[config.mk]
export PLATFORM = sky130hd
export DESIGN_NAME = bus_rx_detect
export DESIGN_NICKNAME = d
export VERILOG_FILES = /design/src/rtl/rxdet_pkg.sv /design/src/rtl/rxdet_ctrl.sv /design/src/rtl/rxdet_datapath.sv /design/src/rtl/bus_rx_detect.sv
export SDC_FILE = /design/constraint.sdc
export NUM_CORES = 1
export LEC_CHECK = 0
export ABC_CLOCK_PERIOD_IN_PS = 1400
export CAP_MARGIN = 10
export CORE_AREA = 8 8 45 47
export CTS_BUF_LIST = sky130_fd_sc_hd__clkbuf_4 sky130_fd_sc_hd__clkbuf_8
export CTS_CLUSTER_DIAMETER = 30
export DETAILED_ROUTE_END_ITERATION = 8
export DIE_AREA = 0 0 53 55
export SYNTH_ARGS = -nofsm -noshare
export SYNTH_HDL_FRONTEND = slang
export SYNTH_HIERARCHICAL = 1
export SYNTH_SLANG_ARGS = --single-unit
[constraint.sdc]
create_clock -name clk -period 1.4 [get_ports clk]
set_input_delay 0.42 -clock clk [delete_from_list [all_inputs] [get_ports clk]]
set_output_delay 0.42 -clock clk [all_outputs]
set_load 0.01 [all_outputs]
[src/rtl/rxdet_pkg.sv]
package rxdet_pkg;

  // Strobes passed from the control to the data path each cycle.
  typedef struct packed {
    logic active;     // registered bus state (1 = activity confirmed)
    logic goActive;   // this edge declares activity
    logic goIdle;     // this edge declares idle
    logic forceHigh;  // receiver disabled (not in normal mode)
  } rxStrobe_t;

  function automatic int maxOf(input int a, input int b);
    return (a > b) ? a : b;
  endfunction

endpackage

[src/rtl/rxdet_ctrl.sv]
module rxdet_ctrl
  import rxdet_pkg::*;
#(
  parameter int ACT_CYCLES  = 10,
  parameter int IDLE_CYCLES = 5
) (
  input  logic       clk,
  input  logic       rstN,
  input  logic       normalMode,
  input  logic       aboveActHi,
  input  logic       belowActLo,
  output rxStrobe_t  stb
);

  localparam int MAX_LEN = maxOf(ACT_CYCLES, IDLE_CYCLES);
  localparam int CNT_W   = (MAX_LEN > 1) ? $clog2(MAX_LEN + 1) : 1;
  localparam logic [CNT_W-1:0] ACT_LAST  = CNT_W'(ACT_CYCLES - 1);
  localparam logic [CNT_W-1:0] IDLE_LAST = CNT_W'(IDLE_CYCLES - 1);

  logic             stateActive;
  logic [CNT_W-1:0] runCnt;
  logic             actCond;
  logic             goActive;
  logic             goIdle;

  assign actCond  = aboveActHi | belowActLo;
  assign goActive = normalMode & ~stateActive &  actCond & (runCnt == ACT_LAST);
  assign goIdle   = normalMode &  stateActive & ~actCond & (runCnt == IDLE_LAST);

  // One run counter serves both filters; its meaning follows the state.
  always_ff @(posedge clk or negedge rstN) begin
    if (!rstN) begin
      stateActive <= 1'b0;
      runCnt      <= '0;
    end else if (!normalMode) begin
      stateActive <= 1'b0;
      runCnt      <= '0;
    end else if (!stateActive) begin
      if (!actCond) begin
        runCnt <= '0;
      end else if (goActive) begin
        stateActive <= 1'b1;
        runCnt      <= '0;
      end else begin
        runCnt <= runCnt + 1'b1;
      end
    end else begin
      if (actCond) begin
        runCnt <= '0;
      end else if (goIdle) begin
        stateActive <= 1'b0;
        runCnt      <= '0;
      end else begin
        runCnt <= runCnt + 1'b1;
      end
    end
  end

  always_comb begin
    stb.active    = stateActive;
    stb.goActive  = goActive;
    stb.goIdle    = goIdle;
    stb.forceHigh = ~normalMode;
  end

  // the counter never passes the longest filter
  assert_cnt_bound_R2: assert property (@(posedge clk) disable iff (!rstN)
    runCnt < CNT_W'(MAX_LEN));

  // leaving normal mode always drops the state
  assert_standby_idle_R8: assert property (@(posedge clk) disable iff (!rstN)
    !normalMode |=> !stateActive);

  // activity is only declared after activity was sampled
  assert_rise_cause_R2: assert property (@(posedge clk) disable iff (!rstN)
    $rose(stateActive) |-> $past(actCond) && $past(normalMode));

  // idle comes only from quiet input or a mode drop
  assert_fall_cause_R4: assert property (@(posedge clk) disable iff (!rstN)
    $fell(stateActive) |-> ($past(!actCond) || $past(!normalMode)));

endmodule

[src/rtl/rxdet_datapath.sv]
module rxdet_datapath
  import rxdet_pkg::*;
(
  input  logic       clk,
  input  logic       rstN,
  input  rxStrobe_t  stb,
  input  logic       aboveData1,
  input  logic       belowData0,
  output logic       rxData
);

  logic decodeEn;
  logic nextData;

  assign decodeEn = (stb.active & ~stb.goIdle) | stb.goActive;

  // Data1 has priority; neither comparator means hold.
  always_comb begin
    if (aboveData1)      nextData = 1'b1;
    else if (belowData0) nextData = 1'b0;
    else                 nextData = rxData;
  end

  always_ff @(posedge clk or negedge rstN) begin
    if (!rstN) begin
      rxData <= 1'b1;
    end else if (stb.forceHigh || stb.goIdle) begin
      rxData <= 1'b1;
    end else if (decodeEn) begin
      rxData <= nextData;
    end else begin
      rxData <= 1'b1;
    end
  end

  // output high whenever the registered state is idle
  assert_high_when_idle_R5: assert property (@(posedge clk) disable iff (!rstN)
    !stb.active |-> rxData);

  // a low output must come from the Data0 comparator
  assert_low_from_data0_R6: assert property (@(posedge clk) disable iff (!rstN)
    $fell(rxData) |-> $past(belowData0) && !$past(aboveData1));

  // in steady activity with no data input the output holds
  assert_hold_R7: assert property (@(posedge clk) disable iff (!rstN)
    (stb.active && !stb.goIdle && !stb.forceHigh && !aboveData1 && !belowData0)
      |=> $stable(rxData));

endmodule

[src/rtl/bus_rx_detect.sv]
module bus_rx_detect
  import rxdet_pkg::*;
#(
  parameter int ACT_CYCLES  = 10,
  parameter int IDLE_CYCLES = 5
) (
  input  logic clk,
  input  logic rstN,
  input  logic normalMode,
  input  logic aboveActHi,
  input  logic belowActLo,
  input  logic aboveData1,
  input  logic belowData0,
  output logic rxData,
  output logic busActive
);

  rxStrobe_t stb;

  rxdet_ctrl #(
    .ACT_CYCLES (ACT_CYCLES),
    .IDLE_CYCLES(IDLE_CYCLES)
  ) u_ctrl (
    .clk       (clk),
    .rstN      (rstN),
    .normalMode(normalMode),
    .aboveActHi(aboveActHi),
    .belowActLo(belowActLo),
    .stb       (stb)
  );

  rxdet_datapath u_dp (
    .clk       (clk),
    .rstN      (rstN),
    .stb       (stb),
    .aboveData1(aboveData1),
    .belowData0(belowData0),
    .rxData    (rxData)
  );

  assign busActive = stb.active;

  initial begin
    assert (ACT_CYCLES >= 1 && IDLE_CYCLES >= 1);
  end

endmodule

**Word-level counts from Yosys, hierarchy flattened**

Cells that the tools add are included.
W data, S select, Z words.

- Output and inout port bits: 2
- Bits of input ports: 7
- Logic and storage cells: 37
- Flip-flop bits (word level): 6

- Muxes and demuxes: 16
- $add $sub $neg: 1
- Bitwise operators: 13
- Eq/ne operators: 3
- Reductions and logical operators: 1

Operators by type and width:

| kind | number |
|---|---|
| $mux W4 | 6 |
| $mux W1 | 10 |
| $and A1 B1 Y1 | 7 |
| $add A4 B1 Y4 const B | 1 |
| $eq A4 B3 Y1 const B | 1 |
| $eq A4 B4 Y1 const B | 1 |
| $ne A4 B4 Y1 const B | 1 |
| $not A1 Y1 | 4 |
| $or A1 B1 Y1 | 2 |
| $logic_or A1 B1 Y1 | 1 |

**Depth between registers and ports, before layout**

- Depth after elaboration: 9
- Depth in mapped cells: 7

**By module**

The synthesis kept the hierarchy.

By module, submodules not included:

| module | sequential area each (um2) | cells each | instances | area an instance (um2) |
|---|---|---|---|---|
| rxdet_ctrl | 125.1 | 32 | 1 | 324.1 |
| rxdet_datapath | 26.3 | 4 | 1 | 55.1 |

**Worst setup path after synthesis**

No wires, ideal clock.

- Kind: flip-flop to flip-flop
- From: reg u_ctrl.runCnt[0]
- To: reg u_dp.rxData
- Slack: 0.156 ns
- Setup time: 0.088 ns
- Cell stages (with the launch flop): 8
- Data required time: 1.312 ns
- Arrival: 1.156 ns
- Cell sequence: dfrtp_1 inv_1 ha_1 nand3b_1 nor2b_1 buf_4 nor3_2 o221ai_2

- Cells in the longest elaborated chain, start to end: 7
- Elaborated cells between the ends (all ways): 11

RTL lines:

| item | line | source |
|---|---|---|
| start: declaration | rxdet_ctrl.sv:21 | `logic [CNT_W-1:0] runCnt;` |
| start signal: assignment | rxdet_ctrl.sv:45 | `runCnt <= runCnt + 1'b1;` |
| start signal: assignment | rxdet_ctrl.sv:54 | `runCnt <= runCnt + 1'b1;` |
| $eq A4 B3 Y1 (*) | rxdet_ctrl.sv:28 | `assign goIdle = normalMode & stateActive & ~actCond & (runCnt == IDLE_LAST);` |
| $and A1 B1 Y1 (*) | rxdet_ctrl.sv:28 |  |
| via u_ctrl.goIdle | rxdet_ctrl.sv:24 | `logic goIdle;` |
| $not A1 Y1 | rxdet_datapath.sv:15 | `assign decodeEn = (stb.active & ~stb.goIdle) \| stb.goActive;` |
| $and A1 B1 Y1 | rxdet_datapath.sv:15 |  |
| $or A1 B1 Y1 | rxdet_datapath.sv:15 |  |
| $mux W1 | rxdet_datapath.sv:29 | `end else if (decodeEn) begin` |
| $mux W1 | rxdet_datapath.sv:27 | `end else if (stb.forceHigh \|\| stb.goIdle) begin` |
| end signal: assignment | rxdet_datapath.sv:30 | `rxData <= nextData;` |
| end: declaration | rxdet_datapath.sv:9 | `output logic rxData` |

The timed path passes the listed nets; every way through them passes the cells marked *.
A chain may end at the register's enable or synchronous reset.

==> summary by stage <==
Run status
The run finished with clean final reports.

Clock network
For the worst-skew pair, the clock arrives at the later sink with an insertion delay of around 0.24 ns. The H-tree depth is 1. Counting every sink on the clock net gives 6. TritonCTS built the clock tree. The post-cts hold buffer count is 0.

The root buffer selected by CTS is clkbuf_4. The largest buffer count on any clock path is 2. The clock transition at the registers of the reported paths is about 0.050 ns. Clock tree synthesis inserted a total of 3 buffers.

Cells and area
The final net count is 63. The number of antenna diodes in the final layout is 0. The multi-input combinational cells in the finished layout cover a total of between 200 and 250 sq um. The sequential cells in the finished layout cover a total of ~150 sq um. The final cell utilization of the core is a little under 40%.

The share of post-route cells with drive strength above 1 is about 37%. The relative area change from synthesis to final layout is 43.6%. The layout filler cell count is 147. Leaving out fill and tap cells, the most frequent cells in the layout are 7 x buf_4, 5 x inv_1, 5 x nor2_1, 5 x dfrtp_1. The most common library cell in the layout ignoring fill and taps is buf_4.

Floorplanning
The number of rows created at floorplan is 14. The height of the chip is 55 microns. The area of the die is around 2900 sq um.

The starting density of the core is a little over a quarter. The die is 53 microns wide. During I/O placement, the number of pins put on the boundary was 9. The placeable core area is about 1400 sq um.

Synthesis
In the post-synthesis netlist, the biggest area contributors are dfrtp_1 33%, ha_1 9.9%, dfstp_2 6.9%, buf_4 5.9%, inv_1 5.0%. The top cell type by total area after synthesis is dfrtp_1. The number of nets in the synthesized netlist is between 40 and 50. Synthesis handed over a netlist of 36 instances.

The distinct cell type count of the synthesized netlist is 19. The top cell type's share of synthesized area is about 33%. The per-instance average area after synthesis is approximately 11 sq um. During synthesis, Yosys emitted a total of 6 warnings.

The mapped netlist covers between 300 and 400 sq um. The sequential share of the synthesized area is 39.9%. The synthesis-stage register bit count is 6.

Critical path
The worst register-to-register path has a setup slack of between 0.1 and 0.15 ns. The depth of the most critical reg-to-reg path is 5. The terminus of the critical flop-to-flop path is u_ctrl/runCnt[3]$_DFF_PN0_. Along the worst path, the maximum fanout reaches 3. For the worst setup path, the data arrival time is 1.51 ns. The startpoint type of the worst setup path is an input pin. The worst setup path is captured at a flop. The required time of the worst setup path is roughly 1.6 ns. The startpoint identified for the worst register-to-register timing path is u_ctrl/runCnt[1]$_DFF_PN0_.

The setup path with the least slack is of type in2reg.

Global route
The first global-routing pass estimated 1290 microns of wire. The initial antenna violation count is 0. For this run the aggregate overflow at the end of global routing stands at 0. The via count of the first global-routing pass is 304. Entering global routing, the biggest net connects 7 pins. The overall track demand over capacity in global routing is 6.30%.

Routing
For this block, the initial DRC count from the detailed router was 3. The via density per instance is between 4 and 5. In the routed design, unresolved DRC markers number 0. The first detailed-routing pass ran for 2 iterations.

The detailed router placed about 300 vias in this run. The final routed wirelength across all metal layers is approximately 750 microns. Once detail routing completed, the nets flagged for antenna violations numbered 0. The per-cell routed wire length is 11.0 microns.

Placed design
After legalization and detailed placement, the total HPWL measured about 580 microns. The routability-driven placement congestion ratio is between 0.6 and 0.7. Buffers placed on the I/O ports in this run total 8.

STA
In this run the tightest slew margin relative to its limit is approximately four fifths. Clock skew on the completed layout was measured at ~0.0038 ns. The time the final worst path needs with I/O delays and setup is between 1 and 1.5 ns. The total negative slack for setup checks is 0 ns. The count of final max-slew check failures is 0.

The post-route fraction of the period consumed by the critical path is 97.1%. For this run, the top clock speed supported by timing is about 740 MHz. The number of hold violations in the final report is 0. Setup violations remaining at the end of the flow were counted as 0. For the pin with the worst max-slew slack, the measured transition is 0.271 ns.

Pwr
The fraction of power spent switching nets is a little over a fifth. The net switching power figure is around 90 uW. For this design the ratio of total power to cell area is 801 nW/um^2.

Combinational logic burns between 10% and 20% of the power. The internal power consumption is between 300 and 400 uW. The part of the total power dissipated in the clock network is between 40% and 50%.

Per report_power, the sequential group accounts for between 40% and 50% of the total. The largest voltage drop on the vdd net is about 0.56 mV. The leakage power figure is about 0.25 nW.

Job
The tool flagged a number of max-cap violations equal to 0.

Hold path
The class of the most critical hold timing path is in2async.
critical path: stages:
cell             delay (ns)
clkdlybuf4s50_1        0.45
and4bb_1               0.23
nor2b_1                0.14
nor3_2                 0.17
o221ai_2               0.11
repair_timing:
action,4_1_cts,5_1_grt
endpoints found under the setup margin,5,2
cloned,0,0
hold endpoints to repair,0,0
buffers inserted,0,2
pin swaps,1,1
gates resized for setup,8,1
power groups by stage:
stage	sequential, mW	combinational (mW)	clock [mW]
detailed placement	0.187	0.0587	0
finish	0.184	0.0647	0.187
floorplan	0.186	0.0228	0
CTS	0.185	0.0578	0.197
global placement	0.187	0.0587	0
global route	0.184	0.0740	0.214
registers in the layout, indices dropped and copies added (netlist names):
signal and count:
u_ctrl/runCnt 4, u_ctrl/stateActive 1, u_dp/rxData 1
worst max-delay path by stage:
| stage | slack, ns | end | start |
|---|---|---|---|
| after floorplan | 0.16 | u_dp/rxData$_DFFE_PN1P_ | u_ctrl/runCnt[0]$_DFF_PN0_ |
| after global placement | -0.26 | u_ctrl/runCnt[2]$_DFF_PN0_ | aboveActHi |
| after detailed placement | -0.28 | u_dp/rxData$_DFFE_PN1P_ | aboveActHi |
| after CTS | 0.03 | u_dp/rxData$_DFFE_PN1P_ | normalMode |
| after global routing | -0.003 | u_ctrl/runCnt[3]$_DFF_PN0_ | u_ctrl/runCnt[0]$_DFF_PN0_ |
| final | 0.04 | u_dp/rxData$_DFFE_PN1P_ | normalMode |
area by class of cell:
type	count	share of cell area, %
Clock buffer	4	5.52
Inverter	5	3.45
Multi-Input combinational cell	22	36.8
Sequential cell	6	27.8
Tap cell	16	3.68
Timing Repair Buffer	15	22.8
Yosys cell counts, drive strengths merged:
cell    n
dfrtp   5
inv     5
nor2    5
buf     3
ha      3
nand3b  2
a32oi   1
and4bb  1
dfstp   1
nand3   1
nor2b   1
nor3    1
nor4    1
o21ba   1
o221ai  1
o311ai  1
o31ai   1
xnor2   1
xor2    1
per-stage QoR:
step | setup slack, ns | instance area, sq um | hold WS (ns) | instances | power [mW]
2_1_floorplan | 0.156 | 379 | 0.124 | 36 | 0.209
3_5_place_dp | -0.279 | 494 | 0.517 | 62 | 0.246
5_1_grt | -0.00273 | 544 | 0.425 | 68 | 0.473
3_3_place_gp | -0.263 | 494 | 0.512 | 62 | 0.246
6_report | 0.0408 | 544 | 0.419 | 68 | 0.436
4_1_cts | 0.0348 | 522 | 0.421 | 66 | 0.440
routing by layer:
metal  routed length (microns)  GRT usage, %  vias up  part of all wire (%)
li1                          -             -      155                     -
met1                       365          6.90      129                    49
met2                       288          8.20        9                    39
met3                        87          5.08        2                    12
met4                         7          3.88        0                  0.94
met5                         0             0        -                     0
kinds of logic (layout without fill, tap and decap cells):
group | after synthesis | in the layout | share of synthesized area (%)
AND/OR/NAND/NOR | 12 | 12 | 19.5
XOR/XNOR | 2 | 2 | 4.62
AO/OA/AOI/OAI | 5 | 5 | 15.2
buffers and inverters | 8 | 24 | 10.9
adder cells (fa/ha/maj) | 3 | 3 | 9.90
flip-flops | 6 | 6 | 39.9
Note: power is estimated with default switching activity, not from simulation.
